## config.mk

```make
export PLATFORM = sky130hd
export DESIGN_NAME = pme_event_enable
export DESIGN_NICKNAME = d
export VERILOG_FILES = /design/src/rtl/pme_pkg.sv /design/src/rtl/pme_rst_sync.sv /design/src/rtl/pme_en_reg.sv /design/src/rtl/pme_thrm_detect.sv /design/src/rtl/pme_req_combine.sv /design/src/rtl/pme_event_enable.sv
export SDC_FILE = /design/constraint.sdc
export NUM_CORES = 1
export LEC_CHECK = 0
export CAP_MARGIN = 15
export CELL_PAD_IN_SITES_DETAIL_PLACEMENT = 1
export CELL_PAD_IN_SITES_GLOBAL_PLACEMENT = 2
export CORE_MARGIN = 4
export CORE_UTILIZATION = 19
export CTS_CLUSTER_DIAMETER = 50
export CTS_CLUSTER_SIZE = 20
export DETAILED_ROUTE_END_ITERATION = 10
export GPL_ROUTABILITY_DRIVEN = 0
export PLACE_DENSITY_LB_ADDON = 0.1
export SKIP_CTS_REPAIR_TIMING = 1
export SYNTH_ARGS = -nofsm -noshare
export SYNTH_HDL_FRONTEND = slang
export SYNTH_HIERARCHICAL = 1
export SYNTH_SLANG_ARGS = --single-unit
```

## constraint.sdc

```tcl
create_clock -name clk -period 2.2 [get_ports clk]
set_clock_uncertainty 0.2 [all_clocks]
set_input_delay 0.44 -clock clk [delete_from_list [all_inputs] [get_ports clk]]
set_output_delay 0.44 -clock clk [all_outputs]
set_load 0.02 [all_outputs]
```

## src/rtl/pme_pkg.sv

```systemverilog
package pme_pkg;
  localparam int unsigned WORD_W = 16;

  localparam int unsigned B_THRM_EN  = 0;
  localparam int unsigned B_THRM_POL = 2;
  localparam int unsigned B_USB1     = 3;
  localparam int unsigned B_USB2     = 4;
  localparam int unsigned B_AUDIO    = 5;
  localparam int unsigned B_TCO      = 6;
  localparam int unsigned B_RI       = 8;
  localparam int unsigned B_PME      = 11;

  localparam logic [WORD_W-1:0] IMPL_MASK =
    (16'h1 << B_THRM_EN) | (16'h1 << B_THRM_POL) | (16'h1 << B_USB1) |
    (16'h1 << B_USB2) | (16'h1 << B_AUDIO) | (16'h1 << B_TCO) |
    (16'h1 << B_RI) | (16'h1 << B_PME);

  localparam int unsigned N_DOM = 3;
  typedef enum logic [1:0] {DOM_CORE = 2'd0, DOM_PME = 2'd1, DOM_RI = 2'd2} dom_e;

  typedef struct packed {
    logic pme;
    logic ri;
    logic tco;
    logic audio;
    logic usb2;
    logic usb1;
  } src_t;
endpackage

```

## src/rtl/pme_rst_sync.sv

```systemverilog
module pme_rst_sync #(
  parameter int unsigned STAGES = 2
) (
  input  logic clk,
  input  logic arst_n,
  output logic srst_n
);
  logic [STAGES-1:0] chain_q;
  logic [STAGES-1:0] chain_d;

  always_comb begin
    chain_d = {chain_q[STAGES-2:0], 1'b1};
  end

  always_ff @(posedge clk or negedge arst_n) begin
    if (!arst_n) chain_q <= '0;
    else         chain_q <= chain_d;
  end

  assign srst_n = chain_q[STAGES-1];
endmodule

```

## src/rtl/pme_en_reg.sv

```systemverilog
module pme_en_reg
  import pme_pkg::*;
#(
  parameter logic [WORD_W-1:0] BASE_ADDR = 16'h0040
) (
  input  logic              clk,
  input  logic              core_rst_n,
  input  logic              pme_rst_n,
  input  logic              ri_rst_n,
  input  logic              pbo_clr,
  input  logic [WORD_W-1:0] io_addr,
  input  logic              io_wr,
  input  logic              io_rd,
  input  logic [WORD_W-1:0] io_wdata,
  output logic [WORD_W-1:0] io_rdata,
  output logic [WORD_W-1:0] en_word
);
  localparam logic [7:0] CORE_MASK = IMPL_MASK[7:0];

  logic       hit;
  logic       wr_en;
  logic [7:0] core_q, core_d;
  logic       pme_q, pme_d;
  logic       ri_q, ri_d;
  logic       core_ce, pme_ce, ri_ce;

  assign hit   = (io_addr == BASE_ADDR);
  assign wr_en = hit && io_wr;

  always_comb begin
    core_ce = pbo_clr || wr_en;
    pme_ce  = core_ce;
    ri_ce   = core_ce;
    core_d  = pbo_clr ? 8'h00 : (io_wdata[7:0] & CORE_MASK);
    pme_d   = pbo_clr ? 1'b0  : io_wdata[B_PME];
    ri_d    = pbo_clr ? 1'b0  : io_wdata[B_RI];
  end

  always_ff @(posedge clk or negedge core_rst_n) begin
    if (!core_rst_n)  core_q <= '0;
    else if (core_ce) core_q <= core_d;
  end

  always_ff @(posedge clk or negedge pme_rst_n) begin
    if (!pme_rst_n)  pme_q <= 1'b0;
    else if (pme_ce) pme_q <= pme_d;
  end

  always_ff @(posedge clk or negedge ri_rst_n) begin
    if (!ri_rst_n)  ri_q <= 1'b0;
    else if (ri_ce) ri_q <= ri_d;
  end

  always_comb begin
    en_word         = '0;
    en_word[7:0]    = core_q;
    en_word[B_RI]   = ri_q;
    en_word[B_PME]  = pme_q;
  end

  assign io_rdata = (hit && io_rd) ? en_word : '0;

  assert_pbo_wins_R12: assert property (@(posedge clk) disable iff (!core_rst_n)
    pbo_clr |=> (en_word == '0));

  assert_write_store_R3: assert property (@(posedge clk) disable iff (!core_rst_n)
    (wr_en && !pbo_clr) |=> (en_word == ($past(io_wdata) & IMPL_MASK)));

  always_comb begin
    assert_reserved_zero_R2: assert ((io_rdata & ~IMPL_MASK) == '0);
  end
endmodule

```

## src/rtl/pme_thrm_detect.sv

```systemverilog
module pme_thrm_detect #(
  parameter int unsigned SYNC_STAGES = 2
) (
  input  logic clk,
  input  logic rst_n,
  input  logic pin,
  input  logic enable,
  input  logic polarity,
  output logic set_pulse
);
  logic [SYNC_STAGES-1:0] sync_q, sync_d;
  logic pin_s;
  logic cond, cond_q;

  always_comb begin
    sync_d = {sync_q[SYNC_STAGES-2:0], pin};
  end

  always_ff @(posedge clk or negedge rst_n) begin
    if (!rst_n) begin
      sync_q <= '0;
      cond_q <= 1'b0;
    end else begin
      sync_q <= sync_d;
      cond_q <= cond;
    end
  end

  assign pin_s     = sync_q[SYNC_STAGES-1];
  assign cond      = enable && (polarity ? pin_s : !pin_s);
  assign set_pulse = cond && !cond_q;

  assert_pulse_single_R11: assert property (@(posedge clk) disable iff (!rst_n)
    set_pulse |=> !set_pulse);

  assert_pulse_needs_en_R11: assert property (@(posedge clk) disable iff (!rst_n)
    set_pulse |-> enable);
endmodule

```

## src/rtl/pme_req_combine.sv

```systemverilog
module pme_req_combine
  import pme_pkg::*;
(
  input  logic              clk,
  input  logic              rst_n,
  input  logic [WORD_W-1:0] en_word,
  input  src_t              src,
  input  logic [2:0]        sleep_state,
  input  logic              s5_by_override,
  output logic              wake_req,
  output logic              sci_req
);
  logic pme_hit, pme_wake_ok;
  logic wake_d, sci_d;
  logic wake_q, sci_q;

  always_comb begin
    pme_hit     = src.pme && en_word[B_PME];
    pme_wake_ok = ((sleep_state >= 3'd1) && (sleep_state <= 3'd4)) ||
                  ((sleep_state == 3'd5) && !s5_by_override);
    wake_d = (pme_hit && pme_wake_ok) ||
             (src.ri    && en_word[B_RI])    ||
             (src.audio && en_word[B_AUDIO]) ||
             (src.usb2  && en_word[B_USB2])  ||
             (src.usb1  && en_word[B_USB1]);
    sci_d  = pme_hit || (src.tco && en_word[B_TCO]);
  end

  always_ff @(posedge clk or negedge rst_n) begin
    if (!rst_n) begin
      wake_q <= 1'b0;
      sci_q  <= 1'b0;
    end else begin
      wake_q <= wake_d;
      sci_q  <= sci_d;
    end
  end

  assign wake_req = wake_q;
  assign sci_req  = sci_q;

  assert_override_blocks_R9: assert property (@(posedge clk) disable iff (!rst_n)
    ((sleep_state == 3'd5) && s5_by_override && !src.ri && !src.audio &&
     !src.usb2 && !src.usb1) |=> !wake_req);

  assert_tco_sci_R10: assert property (@(posedge clk) disable iff (!rst_n)
    (src.tco && en_word[B_TCO]) |=> sci_req);
endmodule

```

## src/rtl/pme_event_enable.sv

```systemverilog
module pme_event_enable
  import pme_pkg::*;
#(
  parameter logic [15:0] BASE_ADDR   = 16'h0040,
  parameter int unsigned SYNC_STAGES = 2
) (
  input  logic        clk,
  input  logic        core_rst_n,
  input  logic        rsm_rst_n,
  input  logic        rtc_rst_n,
  input  logic        pbo_clr,
  input  logic [15:0] io_addr,
  input  logic        io_wr,
  input  logic        io_rd,
  input  logic [15:0] io_wdata,
  output logic [15:0] io_rdata,
  input  logic        st_pme,
  input  logic        st_ri,
  input  logic        st_tco,
  input  logic        st_audio,
  input  logic        st_usb2,
  input  logic        st_usb1,
  input  logic        thrm_pin,
  input  logic [2:0]  sleep_state,
  input  logic        s5_by_override,
  output logic        wake_req,
  output logic        sci_req,
  output logic        thrm_set
);
  logic [N_DOM-1:0]  raw_rst_n;
  logic [N_DOM-1:0]  dom_rst_n;
  logic [WORD_W-1:0] en_word;
  src_t              src;

  always_comb begin
    raw_rst_n[DOM_CORE] = core_rst_n && rsm_rst_n && rtc_rst_n;
    raw_rst_n[DOM_PME]  = rsm_rst_n && rtc_rst_n;
    raw_rst_n[DOM_RI]   = rtc_rst_n;
  end

  for (genvar d = 0; d < N_DOM; d++) begin : g_rst
    pme_rst_sync #(.STAGES(SYNC_STAGES)) u_sync (
      .clk    (clk),
      .arst_n (raw_rst_n[d]),
      .srst_n (dom_rst_n[d])
    );
  end

  pme_en_reg #(.BASE_ADDR(BASE_ADDR)) u_reg (
    .clk        (clk),
    .core_rst_n (dom_rst_n[DOM_CORE]),
    .pme_rst_n  (dom_rst_n[DOM_PME]),
    .ri_rst_n   (dom_rst_n[DOM_RI]),
    .pbo_clr    (pbo_clr),
    .io_addr    (io_addr),
    .io_wr      (io_wr),
    .io_rd      (io_rd),
    .io_wdata   (io_wdata),
    .io_rdata   (io_rdata),
    .en_word    (en_word)
  );

  always_comb begin
    src.pme   = st_pme;
    src.ri    = st_ri;
    src.tco   = st_tco;
    src.audio = st_audio;
    src.usb2  = st_usb2;
    src.usb1  = st_usb1;
  end

  pme_req_combine u_req (
    .clk            (clk),
    .rst_n          (dom_rst_n[DOM_CORE]),
    .en_word        (en_word),
    .src            (src),
    .sleep_state    (sleep_state),
    .s5_by_override (s5_by_override),
    .wake_req       (wake_req),
    .sci_req        (sci_req)
  );

  pme_thrm_detect #(.SYNC_STAGES(SYNC_STAGES)) u_thrm (
    .clk       (clk),
    .rst_n     (dom_rst_n[DOM_CORE]),
    .pin       (thrm_pin),
    .enable    (en_word[B_THRM_EN]),
    .polarity  (en_word[B_THRM_POL]),
    .set_pulse (thrm_set)
  );

  assert_ri_kept_core_rst_R5: assert property (@(posedge clk) disable iff (!dom_rst_n[DOM_RI])
    (!dom_rst_n[DOM_CORE] && rsm_rst_n && !pbo_clr && !(io_wr && io_addr == BASE_ADDR))
      |=> $stable(en_word[B_RI]));

  assert_core_cleared_R5: assert property (@(posedge clk)
    !dom_rst_n[DOM_CORE] |-> (en_word[7:0] == 8'h00));
endmodule

```

# After elaboration in Yosys (flattened, before gate mapping)
# Cells that the tools add are included.
dict set report classes {
  n_eq_ne 2
  magnitude_cmp 2
  n_reduce_logical 26
  n_mux 5
}
# operator count
set ops {}
lappend ops {{$eq A16 B7 Y1 const B} 1}
lappend ops {{$logic_and A1 B1 Y1} 16}
lappend ops {{$mux W12} 1}
lappend ops {{$logic_or A1 B1 Y1} 7}
lappend ops {{$mux W7} 1}
lappend ops {{$eq A3 B3 Y1 const B} 1}
lappend ops {{$ge A3 B1 Y1 const B} 1}
lappend ops {{$le A3 B3 Y1 const B} 1}
lappend ops {{$logic_not A1 Y1} 3}
lappend ops {{$mux W1} 3}
dict set report word_totals {
  regBits 21
  word_cells 45
  in_bits 50
}

# Depth between registers and ports, before layout
# Gate-level depths: netlist of run 1.
dict set report depth {
  depth_word 8
  ltp_mapped 6
  depth_no_buf 4
}

# By module
# The synthesis of run 1 kept the hierarchy.
# module cells_per_inst area_per_inst_um2 seq_area_each_um2 instances
set by_module_without_submodules {}
lappend by_module_without_submodules {pme_en_reg 70 643.1 200.2 1}
lappend by_module_without_submodules {pme_rst_sync 3 53.8 50.0 3}
lappend by_module_without_submodules {pme_req_combine 9 107.6 50.0 1}
lappend by_module_without_submodules {pme_thrm_detect 6 98.8 75.1 1}
lappend by_module_without_submodules {pme_event_enable 2 12.5 0.0 1}

# Least setup slack after synthesis of run 1
# No wires, ideal clock.
dict set report synth_timing {
  path_type {input -> output}
  startpoint {input port io_addr[12]}
  endpoint {output port io_rdata[0]}
  stages 5
  arrival_ns 1.387
  n_path_buf 2
  required_time_ns 1.560
  setup_slack_ns 0.173
  path_cell_list {nor4_2 and4_1 buf_6 buf_8 and3_2}
}
dict set report synth_via {
  elab_chain_cells 3
}
# item line_no
set synth_rtl {}
lappend synth_rtl {{start, declared} pme_event_enable.sv:12} ;# input logic [15:0] io_addr,
lappend synth_rtl {{$eq A16 B7 Y1} pme_en_reg.sv:27} ;# assign hit = (io_addr == BASE_ADDR);
lappend synth_rtl {{$logic_and A1 B1 Y1} pme_en_reg.sv:61} ;# assign io_rdata = (hit && io_rd) ? en_word : '0;
lappend synth_rtl {{$mux W12} pme_en_reg.sv:61}
lappend synth_rtl {{end, declared} pme_event_enable.sv:16} ;# output logic [15:0] io_rdata,
# Every way passes these cells.

# Worst setup path in the final report of run 1
dict set report layout_timing {
  startpoint {input port io_addr[13]}
  endpoint {output port io_rdata[4]}
}
# The elaborated chain is that of the path after synthesis.

==> flow_summary.html, run 1 <==
<table>
<tr><th>Metric</th><th>Value</th></tr>
<tr><th colspan="2">Global routing</th></tr>
<tr><td>Global-route wire length before repair</td><td>~4400 um</td></tr>
<tr><td>Gr busiest metal</td><td>met2</td></tr>
<tr><td>Met1 Usage GRT</td><td>around 11%</td></tr>
<tr><td>Global routing usage summed across all routing layers</td><td>under 10%</td></tr>
<tr><td>Maximum number of pins on one net before global-route repair</td><td>12</td></tr>
<tr><td>Via count of the first global-routing pass</td><td>between 800 and 900</td></tr>
<tr><td>Met3 global-route usage</td><td>under 10%</td></tr>
<tr><td>Initial antenna violation count</td><td>0</td></tr>
<tr><td>Met2 track demand over resource in global routing</td><td>15.9%</td></tr>
<tr><td>Total overflow reported by the global router</td><td>0</td></tr>
<tr><th colspan="2">Power</th></tr>
<tr><td>Switching Power</td><td>0.163 mW</td></tr>
<tr><td>Share of total power consumed by net switching</td><td>between 20% and 30%</td></tr>
<tr><td>PwrDens</td><td>around 420 nW/um^2</td></tr>
<tr><td>Cell leakage power</td><td>a little over 0.8 nW</td></tr>
<tr><td>Logic gate share of total power</td><td>approximately 16%</td></tr>
<tr><td>Internal power</td><td>0.553 mW</td></tr>
<tr><td>Share of total power in sequential cells</td><td>between 50% and 60%</td></tr>
<tr><td>Share of power burned in the clock network</td><td>33.3%</td></tr>
<tr><td>Worst ir drop on vdd</td><td>roughly 0.21 mV</td></tr>
<tr><th colspan="2">Critical path</th></tr>
<tr><td>Type of origin of the critical path</td><td>input port</td></tr>
<tr><td>Top fanout value on the critical path</td><td>5</td></tr>
<tr><td>Required time at the worst-slack endpoint</td><td>about 1600 ps</td></tr>
<tr><td>Worst flop-to-flop path startpoint</td><td>u_reg/core_q[5]</td></tr>
<tr><td>Startpoint of the most critical setup path</td><td>io_addr[13]</td></tr>
<tr><td>Category of the critical setup timing path</td><td>input port to primary output</td></tr>
<tr><td>Signal arrival time at the worst endpoint</td><td>between 1500 and 2000 ps</td></tr>
<tr><td>Reg-to-reg slack, setup</td><td>~960 ps</td></tr>
<tr><td>Depth of the worst register-to-register path</td><td>3</td></tr>
<tr><td>Capture point of the worst reg-to-reg path</td><td>u_req/wake_req</td></tr>
<tr><td>Endpoint type of the worst setup path</td><td>primary output</td></tr>
<tr><td>Critical path destination</td><td>io_rdata[4]</td></tr>
<tr><th colspan="2">Timing</th></tr>
<tr><td>Final number of hold-violating endpoints</td><td>2</td></tr>
<tr><td>F_max</td><td>about 450 MHz</td></tr>
<tr><td>Count of final max-slew check failures</td><td>0</td></tr>
<tr><td>Post-route minimum period</td><td>2210 ps</td></tr>
<tr><td>Setup total negative slack</td><td>-34.1 ps</td></tr>
<tr><td>Worst hold-check slack</td><td>-1.88 ps</td></tr>
<tr><td>Setup repair after global routing missed its margin</td><td>true</td></tr>
<tr><td>Number of failing setup endpoints in the final timing report</td><td>6</td></tr>
<tr><td>Period utilisation layout</td><td>100%</td></tr>
<tr><td>Final critical-path setup slack</td><td>-9.28 ps</td></tr>
<tr><th colspan="2">Final layout</th></tr>
<tr><td>Fraction of layout cells with a size suffix above 1</td><td>a little under a third</td></tr>
<tr><td>Layout overhead on the synthesized area</td><td>76.2%</td></tr>
<tr><td>Utilization after layout</td><td>approximately a third</td></tr>
<tr><td>Fin cells</td><td>between 200 and 250</td></tr>
<tr><td>Count of antenna diodes in the layout</td><td>0</td></tr>
<tr><td>Most used cells in the layout excluding fill and tap cells</td><td>sky130_fd_sc_hd__clkdlybuf4s50_1 (27), sky130_fd_sc_hd__dfrtp_1 (19), sky130_fd_sc_hd__buf_6 (13)</td></tr>
<tr><td>Total Nets Final</td><td>203</td></tr>
<tr><td>Commonest non-fill, non-tap cell in the layout</td><td>sky130_fd_sc_hd__clkdlybuf4s50_1</td></tr>
<tr><th colspan="2">Clock tree</th></tr>
<tr><td>Level count of the clock H-tree</td><td>1</td></tr>
<tr><td>Clock tree from TritonCTS</td><td>done</td></tr>
<tr><td>Insertion delay of the later-clocked pin in the worst-skew pair</td><td>about 250 ps</td></tr>
<tr><td>Total clock buffers created by CTS</td><td>3</td></tr>
<tr><td>Clock buffer depth</td><td>2</td></tr>
<tr><td>Clk root buf</td><td>sky130_fd_sc_hd__clkbuf_8</td></tr>
<tr><td>Worst-path clk slew</td><td>about 70 ps</td></tr>
<tr><td>Clock sink total</td><td>19</td></tr>
<tr><th colspan="2">Routing</th></tr>
<tr><td>Drt pass-1 iters</td><td>4</td></tr>
<tr><td>Number of DRC violations after detailed routing</td><td>0</td></tr>
<tr><td>Wirelength, routed</td><td>approximately 3100 um</td></tr>
<tr><td>Starting DRT DRC Count</td><td>6</td></tr>
<tr><td>Via density per instance</td><td>3.94</td></tr>
<tr><td>Number of vias in the routed layout</td><td>862</td></tr>
<tr><td>Detailed-route wire length per cell</td><td>about 14 um</td></tr>
<tr><td>DRT antenna net count</td><td>0</td></tr>
<tr><th colspan="2">Job</th></tr>
<tr><td>Total of max-cap violations</td><td>0</td></tr>
<tr><th colspan="2">Floorplanning</th></tr>
<tr><td>Die boundary width</td><td>79.2 um</td></tr>
<tr><td>Number of standard-cell rows in the floorplan</td><td>25</td></tr>
<tr><td>Area of the core</td><td>approximately 4800 um^2</td></tr>
<tr><td>Floorplan die height</td><td>about 79 um</td></tr>
<tr><td>Area enclosed by the die boundary</td><td>about 6300 um^2</td></tr>
<tr><td>I/O pin cnt</td><td>69</td></tr>
<tr><td>Starting utilization of the core area</td><td>20.0%</td></tr>
<tr><th colspan="2">Yosys</th></tr>
<tr><td>Number of cells produced by synthesis</td><td>a little under 90</td></tr>
<tr><td>Netlist Area Pre-Place</td><td>slightly below 1000 um^2</td></tr>
<tr><td>Yosys warning count</td><td>6</td></tr>
<tr><td>Average cell area after synthesis</td><td>~11 um^2</td></tr>
<tr><th colspan="2">Placed design</th></tr>
<tr><td>Worst-case setup slack after placement</td><td>-863 ps</td></tr>
<tr><td>Cell count after placement</td><td>205</td></tr>
<tr><td>Detailed Place HPWL</td><td>between 2000 and 2500 um</td></tr>
<tr><td>Port bufs</td><td>52</td></tr>
<tr><th colspan="2">Worst hold path</th></tr>
<tr><td>Worst hold path class</td><td>flip-flop to asynchronous set/reset pin</td></tr>
<tr><th colspan="2">Outcome</th></tr>
<tr><td>Result of the run</td><td>complete, but fails checks</td></tr>
<tr><td>Violations in the final reports</td><td>hold timing, setup timing</td></tr>
</table>
-- power by group through the flow --
stage | logic, mW | clock network [mW] | registers, mW
after detailed placement | 0.111 | 0 | 0.370
after global routing | 0.123 | 0.271 | 0.364
after CTS | 0.111 | 0.253 | 0.363
after global placement | 0.110 | 0 | 0.370
final | 0.115 | 0.239 | 0.362
after floorplan | 0.0379 | 0 | 0.368
-- through the flow --
| stage | hold slack (ps) | power, mW | cell area, um^2 |
|---|---|---|---|
| floorplan | -206 | 0.406 | 990 |
| global placement | -199 | 0.480 | 1510 |
| detailed placement | -199 | 0.481 | 1510 |
| CTS | -192 | 0.727 | 1560 |
| global route | 53.7 | 0.758 | 1700 |
| finish | -1.88 | 0.716 | 1700 |
-- state kept, by name (all words and copies together), names as in the netlist --
signal,count
u_reg/pme_q,1
g_rst.u_sync/chain_q,6
u_thrm/sync_q,2
u_reg/core_q,6
u_thrm/cond_q,1
u_reg/ri_q,1
u_req/wake_req,1
u_req/sci_req,1
-- how the worst min path moves through the flow --
stage	cells after the start	from	endpoint	slack (ps)
6_report	0	g_rst[0].u_sync/chain_q[1]	u_reg/core_q[3]	-2
5_1_grt	0	g_rst[0].u_sync/chain_q[1]	u_reg/core_q[5]	50
4_1_cts	0	g_rst[2].u_sync/chain_q[1]	u_reg/ri_q	-190
3_5_place_dp	0	g_rst[2].u_sync/chain_q[1]	u_reg/ri_q	-200
3_3_place_gp	0	g_rst[1].u_sync/chain_q[1]	u_reg/pme_q	-200
2_1_floorplan	0	g_rst[1].u_sync/chain_q[1]	u_reg/pme_q	-210
-- final cells by class --
class                   instances  area, um^2
clock buffers                   4        45.0
fillers                       568        3120
inverters                       1        3.75
multi-input cells              61         443
flip-flops and latches         19         475
well taps                      67        83.8
repair buffers                 67         647
-- metal layers --
metal / routed length [um] / share of wire, % / vias up
met1: 1310 / 42 / 411
met2: 1630 / 52 / 28
met3: 160 / 5.1 / 2
li1: - / - / 421
met4: 15 / 0.48 / 0
met5: 0 / 0 / -
-- worst max-delay path, cell delays in order --
cell and delay [ps]:
sky130_fd_sc_hd__clkbuf_2 100, sky130_fd_sc_hd__nor4_4 300, sky130_fd_sc_hd__and4_4 300, sky130_fd_sc_hd__buf_6 130
sky130_fd_sc_hd__and3_4 180, sky130_fd_sc_hd__buf_6 110
No activity file was read; power rests on OpenSTA's default activity.
==> run 2: changes to the inputs <==
- HOLD_SLACK_MARGIN: not set -> 0.03
==> results of run 2 <==
No change in the layout: final DEF, timing and power equal those of run 1.
==> run 3: changes to the inputs <==
- PLACE_DENSITY: not set -> 0.84
- PLACE_DENSITY_LB_ADDON: 0.1 -> not set
==> run 3 against run 2 <==
The run still ends with hold timing, setup timing left. Wire length grew 6.2%. Sequential cell count unchanged. Die area did not move. Critical path depth unchanged.
==> flow_summary.html, run 3 (same netlist as run 1, synthesis figures left out) <==
<table>
<tr><th>Metric</th><th>Value</th></tr>
<tr><th colspan="2">Final layout</th></tr>
<tr><td>Layout overhead on the synthesized area</td><td>69.6%</td></tr>
<tr><td>Regs by FF count</td><td>g_rst.u_sync/chain_q x6, u_reg/core_q x6, u_thrm/sync_q x2</td></tr>
<tr><td>Count of antenna diodes in the layout</td><td>0 (unchanged)</td></tr>
<tr><td>Total Nets Final</td><td>198 (-2.5%)</td></tr>
<tr><td>Layout filler cell count</td><td>564 (-0.70%)</td></tr>
<tr><td>Most used cells in the layout excluding fill and tap cells</td><td>sky130_fd_sc_hd__clkdlybuf4s50_1 (27), sky130_fd_sc_hd__dfrtp_1 (19), sky130_fd_sc_hd__conb_1 (11)</td></tr>
<tr><td>Utilization after layout</td><td>33.9% (-1.3 points)</td></tr>
<tr><td>Fraction of layout cells with a size suffix above 1</td><td>28.6% (-2.3 points)</td></tr>
<tr><td>Total non-filler cell area in the finished layout</td><td>1630 um^2 (-3.8%)</td></tr>
<tr><td>Multi-input combinational cell area</td><td>443 um^2 (unchanged)</td></tr>
<tr><td>Register Area</td><td>475 um^2 (unchanged)</td></tr>
<tr><td>Commonest non-fill, non-tap cell in the layout</td><td>sky130_fd_sc_hd__clkdlybuf4s50_1</td></tr>
<tr><th colspan="2">Timing</th></tr>
<tr><td>Setup repair after global routing missed its margin</td><td>true</td></tr>
<tr><td>Setup total negative slack</td><td>-68.5 ps (-34.4 ps)</td></tr>
<tr><td>F_max</td><td>449 MHz (-0.71%)</td></tr>
<tr><td>Period utilisation layout</td><td>101% (+0.72 points)</td></tr>
<tr><td>Worst hold-check slack</td><td>-15.1 ps (-13.2 ps)</td></tr>
<tr><td>Number of failing setup endpoints in the final timing report</td><td>3 (-3)</td></tr>
<tr><td>Final number of hold-violating endpoints</td><td>11 (+9)</td></tr>
<tr><td>Count of final max-slew check failures</td><td>0 (unchanged)</td></tr>
<tr><td>Final critical-path setup slack</td><td>-25.1 ps (-15.8 ps)</td></tr>
<tr><td>Post-route minimum period</td><td>2230 ps (+15.8 ps)</td></tr>
<tr><th colspan="2">Critical path</th></tr>
<tr><td>Type of origin of the critical path</td><td>input port</td></tr>
<tr><td>Startpoint of the most critical setup path</td><td>io_addr[14]</td></tr>
<tr><td>Cells traversed along the worst timing path</td><td>dlymetal6s2s_1 &gt; nor4_4 &gt; buf_4 &gt; and4_4 &gt; and3_4 &gt; buf_6</td></tr>
<tr><td>Cell type group with the largest total delay on the critical path</td><td>simple AND/OR/NAND/NOR gates</td></tr>
<tr><td>Category of the critical setup timing path</td><td>input port to primary output</td></tr>
<tr><td>Signal arrival time at the worst endpoint</td><td>1590 ps (+20 ps)</td></tr>
<tr><td>Top fanout value on the critical path</td><td>4 (-1)</td></tr>
<tr><td>Capture point of the worst reg-to-reg path</td><td>u_req/wake_req</td></tr>
<tr><td>Bufs and invs on worst path</td><td>3 (unchanged)</td></tr>
<tr><td>Depth of the worst register-to-register path</td><td>3 (unchanged)</td></tr>
<tr><td>Crit-path slowest cell</td><td>sky130_fd_sc_hd__nor4_4</td></tr>
<tr><td>Stage delay of the slowest cell on the critical path</td><td>290 ps (about the same)</td></tr>
<tr><td>Worst flop-to-flop path startpoint</td><td>u_reg/core_q[5]</td></tr>
<tr><td>Reg-to-reg slack, setup</td><td>960 ps (about the same)</td></tr>
<tr><td>Endpoint type of the worst setup path</td><td>primary output</td></tr>
<tr><td>Required time at the worst-slack endpoint</td><td>1560 ps (about the same)</td></tr>
<tr><th colspan="2">Outcome</th></tr>
<tr><td>Result of the run</td><td>complete, but fails checks</td></tr>
<tr><td>Violations in the final reports</td><td>hold timing, setup timing</td></tr>
<tr><th colspan="2">Power</th></tr>
<tr><td>Logic gate share of total power</td><td>16.6% (+0.5 points)</td></tr>
<tr><td>Switching Power</td><td>0.166 mW (+1.6%)</td></tr>
<tr><td>Share of total power consumed by net switching</td><td>22.9% (+0.16 points)</td></tr>
<tr><td>Share of total power in sequential cells</td><td>50.2% (-0.4 points)</td></tr>
<tr><td>Worst ir drop on vdd</td><td>0.165 mV (-22%)</td></tr>
<tr><td>Share of power burned in the clock network</td><td>33.2% (about the same)</td></tr>
<tr><td>Internal power</td><td>0.557 mW (+0.72%)</td></tr>
<tr><td>Cell leakage power</td><td>0.784 nW (-2.8%)</td></tr>
<tr><td>PwrDens</td><td>442 nW/um^2 (+4.9%)</td></tr>
<tr><th colspan="2">Floorplanning</th></tr>
<tr><td>Floorplan die height</td><td>79.2 um (unchanged)</td></tr>
<tr><td>Number of standard-cell rows in the floorplan</td><td>25 (unchanged)</td></tr>
<tr><td>Die boundary width</td><td>79.2 um (unchanged)</td></tr>
<tr><td>Area enclosed by the die boundary</td><td>6270 um^2 (unchanged)</td></tr>
<tr><td>I/O pin cnt</td><td>69 (unchanged)</td></tr>
<tr><td>Area of the core</td><td>4820 um^2 (unchanged)</td></tr>
<tr><td>Starting utilization of the core area</td><td>20.0% (unchanged)</td></tr>
<tr><th colspan="2">Clock tree</th></tr>
<tr><td>Total clock buffers created by CTS</td><td>3 (unchanged)</td></tr>
<tr><td>Insertion delay of the later-clocked pin in the worst-skew pair</td><td>260 ps (about the same)</td></tr>
<tr><td>Level count of the clock H-tree</td><td>1 (unchanged)</td></tr>
<tr><td>Clock sink total</td><td>19 (unchanged)</td></tr>
<tr><td>Clk root buf</td><td>sky130_fd_sc_hd__clkbuf_8</td></tr>
<tr><td>Clock tree from TritonCTS</td><td>done</td></tr>
<tr><td>Worst-path clk slew</td><td>70 ps (about the same)</td></tr>
<tr><td>Clock buffer depth</td><td>2 (unchanged)</td></tr>
<tr><th colspan="2">Routing</th></tr>
<tr><td>Drt pass-1 iters</td><td>4 (unchanged)</td></tr>
<tr><td>Via density per instance</td><td>4.18 (+6.3%)</td></tr>
<tr><td>Detailed-route wire length per cell</td><td>15.4 um (+8.7%)</td></tr>
<tr><td>Number of DRC violations after detailed routing</td><td>0 (unchanged)</td></tr>
<tr><td>DRT antenna net count</td><td>0 (unchanged)</td></tr>
<tr><td>Number of vias in the routed layout</td><td>895 (+3.8%)</td></tr>
<tr><td>Starting DRT DRC Count</td><td>52 (+46)</td></tr>
<tr><td>Wirelength, routed</td><td>3310 um (+6.2%)</td></tr>
<tr><th colspan="2">Job</th></tr>
<tr><td>Total of max-cap violations</td><td>0 (unchanged)</td></tr>
<tr><th colspan="2">Global routing</th></tr>
<tr><td>Global routing usage summed across all routing layers</td><td>9.41% (+0.045 points)</td></tr>
<tr><td>Initial antenna violation count</td><td>0 (unchanged)</td></tr>
<tr><td>Via count of the first global-routing pass</td><td>978 (+14%)</td></tr>
<tr><td>Total overflow reported by the global router</td><td>0 (unchanged)</td></tr>
<tr><td>Global-route wire length before repair</td><td>4570 um (+3.0%)</td></tr>
<tr><td>Maximum number of pins on one net before global-route repair</td><td>12 (unchanged)</td></tr>
<tr><th colspan="2">Worst hold path</th></tr>
<tr><td>Worst hold path class</td><td>flip-flop to asynchronous set/reset pin</td></tr>
<tr><th colspan="2">Placed design</th></tr>
<tr><td>Detailed Place HPWL</td><td>2520 um (+5.3%)</td></tr>
<tr><td>Port bufs</td><td>52 (unchanged)</td></tr>
<tr><td>Placed cell area</td><td>1490 um^2 (-1.5%)</td></tr>
<tr><td>Worst-case setup slack after placement</td><td>-889 ps (-26.1 ps)</td></tr>
</table>
-- run 3: cell count changes in the layout (fill, tap and decap cells not counted), sizes merged --
cell,change
buf,-3
clkbuf,-3
and4,+1
-- run 3: power by group through the flow --
stage	Combinational (mW)	Clock (mW)	Sequential (mW)
floorplan	0.0379	0	0.368
global placement	0.109	0	0.369
detailed placement	0.111	0	0.370
CTS	0.111	0.249	0.363
global route	0.129	0.260	0.364
finish	0.120	0.240	0.363
-- run 3: worst max path at each step --
stage | to | slack, ps | cells after the start
4_1_cts | io_rdata[3] | -890 | 5
3_5_place_dp | io_rdata[3] | -890 | 5
3_3_place_gp | io_rdata[2] | -810 | 5
6_report | io_rdata[3] | -30 | 6
2_1_floorplan | io_rdata[0] | 170 | 5
5_1_grt | io_rdata[3] | -70 | 6
-- run 3: through the flow --
stage	cells	total power, mW
after floorplan	95	0.406
after global placement	202	0.478
after detailed placement	202	0.481
after CTS	206	0.723
after global routing	214	0.753
final	214	0.723
-- run 3: per-layer routing --
layer | GRT usage (%) | routed length (um) | vias to the layer above | part of all wire [%]
met3 | 3.85 | 235 | 5 | 7.1
met2 | 17.8 | 1700 | 47 | 51
met1 | 9.32 | 1340 | 430 | 41
met5 | 0 | 0 | - | 0
met4 | 2.58 | 28 | 0 | 0.85
li1 | - | - | 413 | -
-- run 3: worst reg2reg max path, cell delays in order (launching register included) --
cell                       delay, ps
sky130_fd_sc_hd__dfrtp_1         410
sky130_fd_sc_hd__a22o_1          250
sky130_fd_sc_hd__a221oi_2        170
sky130_fd_sc_hd__o21ai_1         100
-- run 3: final cells by class --
cell class / instances / share of cell area, %
inverters: 1 / 0.230
flip-flops and latches: 19 / 29.1
multi-input cells: 62 / 27.1
repair buffers: 61 / 35.7
well taps: 67 / 5.13
clock buffers: 4 / 2.76
